[src/rtl/gpio_event_bank.sv]
module gpio_event_bank #(
  parameter int N_PINS = 32,
  parameter int ADDR_W = 4
) (
  input  logic              clk,
  input  logic              rst_n,
  input  logic              bus_we,
  input  logic [ADDR_W-1:0] bus_addr,
  input  logic [31:0]       bus_wdata,
  output logic [31:0]       bus_rdata,
  input  logic [N_PINS-1:0] pin_in,
  output logic [N_PINS-1:0] pin_out,
  output logic [N_PINS-1:0] pin_oe_n,
  output logic              irq,
  output logic              wake_req
);
  localparam logic [ADDR_W-1:0] A_SYS  = ADDR_W'(0);
  localparam logic [ADDR_W-1:0] A_GATE = ADDR_W'(1);
  localparam logic [ADDR_W-1:0] A_DIR  = ADDR_W'(2);
  localparam logic [ADDR_W-1:0] A_DOUT = ADDR_W'(3);
  localparam logic [ADDR_W-1:0] A_DIN  = ADDR_W'(4);
  localparam logic [ADDR_W-1:0] A_LLO  = ADDR_W'(5);
  localparam logic [ADDR_W-1:0] A_LHI  = ADDR_W'(6);
  localparam logic [ADDR_W-1:0] A_RISE = ADDR_W'(7);
  localparam logic [ADDR_W-1:0] A_FALL = ADDR_W'(8);
  localparam logic [ADDR_W-1:0] A_STAT = ADDR_W'(9);
  localparam logic [ADDR_W-1:0] A_IEN  = ADDR_W'(10);
  localparam logic [ADDR_W-1:0] A_WEN  = ADDR_W'(11);
  localparam logic [ADDR_W-1:0] A_WSET = ADDR_W'(12);
  localparam logic [ADDR_W-1:0] A_WCLR = ADDR_W'(13);
  localparam int WAKE_BIT = 2;

  logic              sys_wake_q, gate_q, wake_req_q;
  logic [N_PINS-1:0] dir_q, dout_q, llo_q, lhi_q, rise_q, fall_q;
  logic [N_PINS-1:0] status_q, ien_q, wen_q, prev_q, evt;
  logic [N_PINS-1:0] wd;

  assign wd = bus_wdata[N_PINS-1:0];

  assign evt = gate_q ? '0 :
      ((llo_q & ~pin_in) | (lhi_q & pin_in) |
       (rise_q & pin_in & ~prev_q) | (fall_q & ~pin_in & prev_q));

  always_ff @(posedge clk or negedge rst_n) begin
    if (!rst_n) begin
      sys_wake_q <= 1'b0;
      gate_q     <= 1'b0;
      dir_q      <= '1;
      dout_q     <= '0;
      llo_q      <= '0;
      lhi_q      <= '0;
      rise_q     <= '0;
      fall_q     <= '0;
      ien_q      <= '0;
      wen_q      <= '0;
      status_q   <= '0;
      prev_q     <= '0;
      wake_req_q <= 1'b0;
    end else begin
      prev_q     <= pin_in;
      status_q   <= (status_q & ~((bus_we && bus_addr == A_STAT) ? wd : '0)) | evt;
      wake_req_q <= sys_wake_q & (|(evt & wen_q));
      if (bus_we) begin
        case (bus_addr)
          A_SYS:  sys_wake_q <= bus_wdata[WAKE_BIT];
          A_GATE: gate_q     <= bus_wdata[0];
          A_DIR:  dir_q      <= wd;
          A_DOUT: dout_q     <= wd;
          A_LLO:  llo_q      <= wd;
          A_LHI:  lhi_q      <= wd;
          A_RISE: rise_q     <= wd;
          A_FALL: fall_q     <= wd;
          A_IEN:  ien_q      <= wd;
          A_WSET: wen_q      <= wen_q | wd;
          A_WCLR: wen_q      <= wen_q & ~wd;
          default: ;
        endcase
      end
    end
  end

  always_comb begin
    bus_rdata = '0;
    case (bus_addr)
      A_SYS:  bus_rdata[WAKE_BIT]   = sys_wake_q;
      A_GATE: bus_rdata[0]          = gate_q;
      A_DIR:  bus_rdata[N_PINS-1:0] = dir_q;
      A_DOUT: bus_rdata[N_PINS-1:0] = dout_q;
      A_DIN:  bus_rdata[N_PINS-1:0] = pin_in;
      A_LLO:  bus_rdata[N_PINS-1:0] = llo_q;
      A_LHI:  bus_rdata[N_PINS-1:0] = lhi_q;
      A_RISE: bus_rdata[N_PINS-1:0] = rise_q;
      A_FALL: bus_rdata[N_PINS-1:0] = fall_q;
      A_STAT: bus_rdata[N_PINS-1:0] = status_q;
      A_IEN:  bus_rdata[N_PINS-1:0] = ien_q;
      A_WEN:  bus_rdata[N_PINS-1:0] = wen_q;
      default: ;
    endcase
  end

  assign pin_out  = dout_q;
  assign pin_oe_n = dir_q;
  assign irq      = |(status_q & ien_q);
  assign wake_req = wake_req_q;
endmodule

[config.mk]
export PLATFORM = sky130hd
export DESIGN_NAME = gpio_event_bank
export DESIGN_NICKNAME = d
export VERILOG_FILES = /design/src/rtl/gpio_event_bank.sv
export SDC_FILE = /design/constraint.sdc
export NUM_CORES = 1
export LEC_CHECK = 0
export ABC_AREA = 1
export CAP_MARGIN = 20
export CORE_AREA = 5 5 182 184
export DETAILED_ROUTE_END_ITERATION = 6
export DIE_AREA = 0 0 187 189
export DONT_BUFFER_PORTS = 1
export MAX_ROUTING_LAYER = met4
export SLEW_MARGIN = 0
export SYNTH_ARGS = -nofsm -noshare
export SYNTH_HDL_FRONTEND = slang
export SYNTH_SLANG_ARGS = --single-unit
[constraint.sdc]
create_clock -name clk -period 1.7 [get_ports clk]
set_clock_uncertainty 0.05 [all_clocks]
set_input_delay 0.085 -clock clk [delete_from_list [all_inputs] [get_ports clk]]
set_output_delay 0.085 -clock clk [all_outputs]
set_load 0.05 [all_outputs]
==> flow_metrics.env <==
export IMPL_status="finished, violations left"
export IMPL_failed_checks="DRC, hold timing, setup timing"
export IMPL_stdcell_count=2680
export IMPL_clock_latency_ps=520
export IMPL_syn_cell_area_mm2=0.0154
export IMPL_p_sw_mw=8.26
export IMPL_ys_warn_count=0
export IMPL_hp_class="in -> async"
export IMPL_synth_area_per_cell_um2=7.90
export IMPL_p_sw_share_pct=33.1
export IMPL_die_x_um=187
export IMPL_numCtsBuffers=38
export IMPL_cts_tree="yes"
export IMPL_ir_drop_mv=0.923
export IMPL_ys_async_sr_fraction_pct=100
export IMPL_powerDensity_mw_per_mm2=1200
export IMPL_multi_input_area_mm2=0.00630
export IMPL_nets=2324
export IMPL_clockBufferDepth=3
export IMPL_start_util_pct=49.3
export IMPL_rows=65
export IMPL_place_gp_congestion=0.930
export IMPL_n_antenna_cell=0
export IMPL_synth_top_area_share_pct=47.3
export IMPL_synth_seq_cells=323
export IMPL_slew_violations=0
export IMPL_clock_fmax_mhz=487
export IMPL_synth_top_area_cell="dfrtp_1"
export IMPL_maxCapViolations=0
export IMPL_endpoint_kind="output port"
export IMPL_h_tree_depth=2
export IMPL_clockRootBuffer="clkbuf_16"
export IMPL_crit_fanout=2
export IMPL_crit_chain="nand2_1, inv_1, a221oi_2, buf_4, nand4_1, nor2_2, nand2_2, buf_8"
export IMPL_placed_cells=2445
export IMPL_area_growth_synth_to_final_pct=34.5
export IMPL_netlist_instances=1951
export IMPL_stdcell_area_mm2=0.0207
export IMPL_antenna_found_initial=0
export IMPL_yosysUniqueCellTypes=37
export IMPL_hold_violations=323
export IMPL_combinationalPowerShare_pct=26.5
export IMPL_die_area_mm2=0.0353
export IMPL_arrival_ps=1920
export IMPL_hold_slack_ps=-769
export IMPL_intPower_mw=16.7
export IMPL_synth_edf_count=0
export IMPL_io_pins=169
export IMPL_drive_gt1_share_pct=21.6
export IMPL_drt_iter0_drc=1479
export IMPL_clockPowerShare_pct=32.5
export IMPL_ys_top_cells_by_count="nand2_1, o21ai_0, dfrtp_1"
export IMPL_grt_overflow_total=0
export IMPL_grt_pass1_vias=14600
export IMPL_hpwlAfterDp_um=34100
export IMPL_drc_errors=7
export IMPL_ys_seq_area_share_pct=52.7
export IMPL_routedWlPerCell_um=19.8
export IMPL_seq_area_mm2=0.00812
export IMPL_tightestPinTransition_ps=743
export IMPL_p_leak_nw=10.0
export IMPL_num_vias=15000
export IMPL_critical_path_buf_inv_count=3
export IMPL_worstSetupPathType="reg -> out"
export IMPL_port_buffers=0
export IMPL_synth_area_leaders="dfrtp_1, nand2_1, o21ai_0, dfstp_2, inv_1"
export IMPL_grt_max_degree=324
export IMPL_wl_um=53100
export IMPL_max_stage_delay_ps=380
export IMPL_fill_cells=2681
export IMPL_synthFlopType="dfrtp_1"
export IMPL_min_period_ps=2050
export IMPL_grtUsageTotal_pct=30.3
export IMPL_drt_vias_per_instance=5.61
export IMPL_worst_ep_required_time_ps=1560
export IMPL_rsz0062_at_grt="true"
export IMPL_ant_nets=0
export IMPL_grt_pass1_wl_um=82800
export IMPL_cts_sinks=323
export IMPL_core_mm2=0.0312
export IMPL_cpLargestDelayFamily="simple AND/OR/NAND/NOR gates"
export IMPL_setup_viol=26
export IMPL_path_clk_slew_ps=60
export IMPL_syn_nets=2026
export IMPL_dr_pass1_iters=7
export IMPL_sequentialPowerShare_pct=41.0
export IMPL_die_y_um=189
export IMPL_worst_slack_ps=-354
export IMPL_cp_start_kind="register"
export IMPL_dpl_cell_area_mm2=0.0176
export IMPL_period_share_pct=121
export IMPL_slew_headroom_pct=50.5
export IMPL_critPathSlowestCell="dfrtp_1"
export IMPL_synth_most_common_cell="nand2_1"
-- through the flow --
step	total power [mW]	hold slack [ps]	utilization (%)	setup TNS [ps]	setup WS (ps)
after floorplan	13.8	-261	-	0	122
after global placement	15.7	-243	56.3	-410	-61.1
after detailed placement	15.8	-243	56.3	-721	-107
after CTS	24.6	-788	64.9	-2820	-331
after global routing	26.1	-780	66.4	-4720	-406
final	24.9	-769	66.4	-2330	-354
-- cell type report --
type,count,area share (%)
inverter,229,4.28
tap,402,2.43
timing repair buffer,349,17.7
clock buffer,63,5.58
sequential,323,39.2
multi-input combinational,1308,30.4
clock inverter,6,0.404
-- flip-flops by register name, indices dropped and copies added, names as in the netlist, named ones only --
register and cells:
prev_q 32, pin_out 32, gate_q 1, pin_oe_n 32
rise_q 32, status_q 32, wake_req 1, llo_q 32
lhi_q 32, sys_wake_q 1, ien_q 32, fall_q 32
-- power groups by stage --
stage	combinational [mW]	clock, mW	sequential, mW
after global placement	5.44	0	10.3
after floorplan	2.58	0	11.2
after CTS	6.25	8.21	10.2
after global routing	7.17	8.58	10.4
after detailed placement	5.53	0	10.3
final	6.62	8.11	10.2
-- placed cells by master, fill, tap and decap left out, types with 8 or more instances in the layout --
cell	synthesis	layout
nand2_1	613	599
dfrtp_1	291	290
o21ai_0	301	273
buf_4	7	182
inv_1	220	164
dlygate4sd3_1	0	95
nand3_1	83	82
nor2_1	95	78
buf_12	0	59
nand4_1	57	57
inv_2	7	56
o21ai_1	35	54
clkbuf_16	0	39
dfstp_2	32	32
nand2_2	6	20
a21oi_1	27	18
o22ai_1	23	17
nor2_2	1	16
a22o_1	15	15
clkbuf_1	48	15
a22oi_1	11	11
buf_6	2	11
a21oi_2	0	9
o21ai_2	0	9
clkbuf_8	0	9
a211oi_2	1	8
a221oi_2	0	8
-- logic make-up (layout without fill, tap and decap cells) --
group           Yosys count  after routing  share of synthesized area [%]
buf+inv                 320            647                           8.35
flops                   323            323                           52.7
fa+ha+maj                 4              4                          0.325
simple gates            862            862                           22.9
compound gates          442            442                           15.7
-- per-layer routing --
layer | track usage (%) | vias up | wire, um
li1 | - | 6972 | -
met1 | 39.9 | 7243 | 22200
met2 | 48.2 | 699 | 25000
met3 | 5.44 | 121 | 4290
met4 | 9.58 | 0 | 1680
met5 | - | - | 0
-- repair_timing --
item / CTS / global route
gates resized for setup: 99 / 82
setup buffers: 39 / 33
gates cloned: 1 / 0
hold endpoints to repair: 645 / 325
setup endpoints to repair: 33 / 37
hold buffers: 93 / 2
pin swaps: 72 / 86
-- worst paths after layout --
kind | startpoint | endpoint | slack [ps] | cells past startpoint
max reg2reg | gate_q | wake_req | 50 | 9
max in group asynchronous | rst_n | lhi_q[28] | 1760 | 0
min in group clk | bus_addr[1] | register | 70 | 6
min reg2reg | lhi_q[18] | lhi_q[18] | 440 | 2
min | rst_n | pin_out[10] | -770 | 0
max | status_q[12] | irq | -350 | 8
Power figures use the tool's default switching activity.
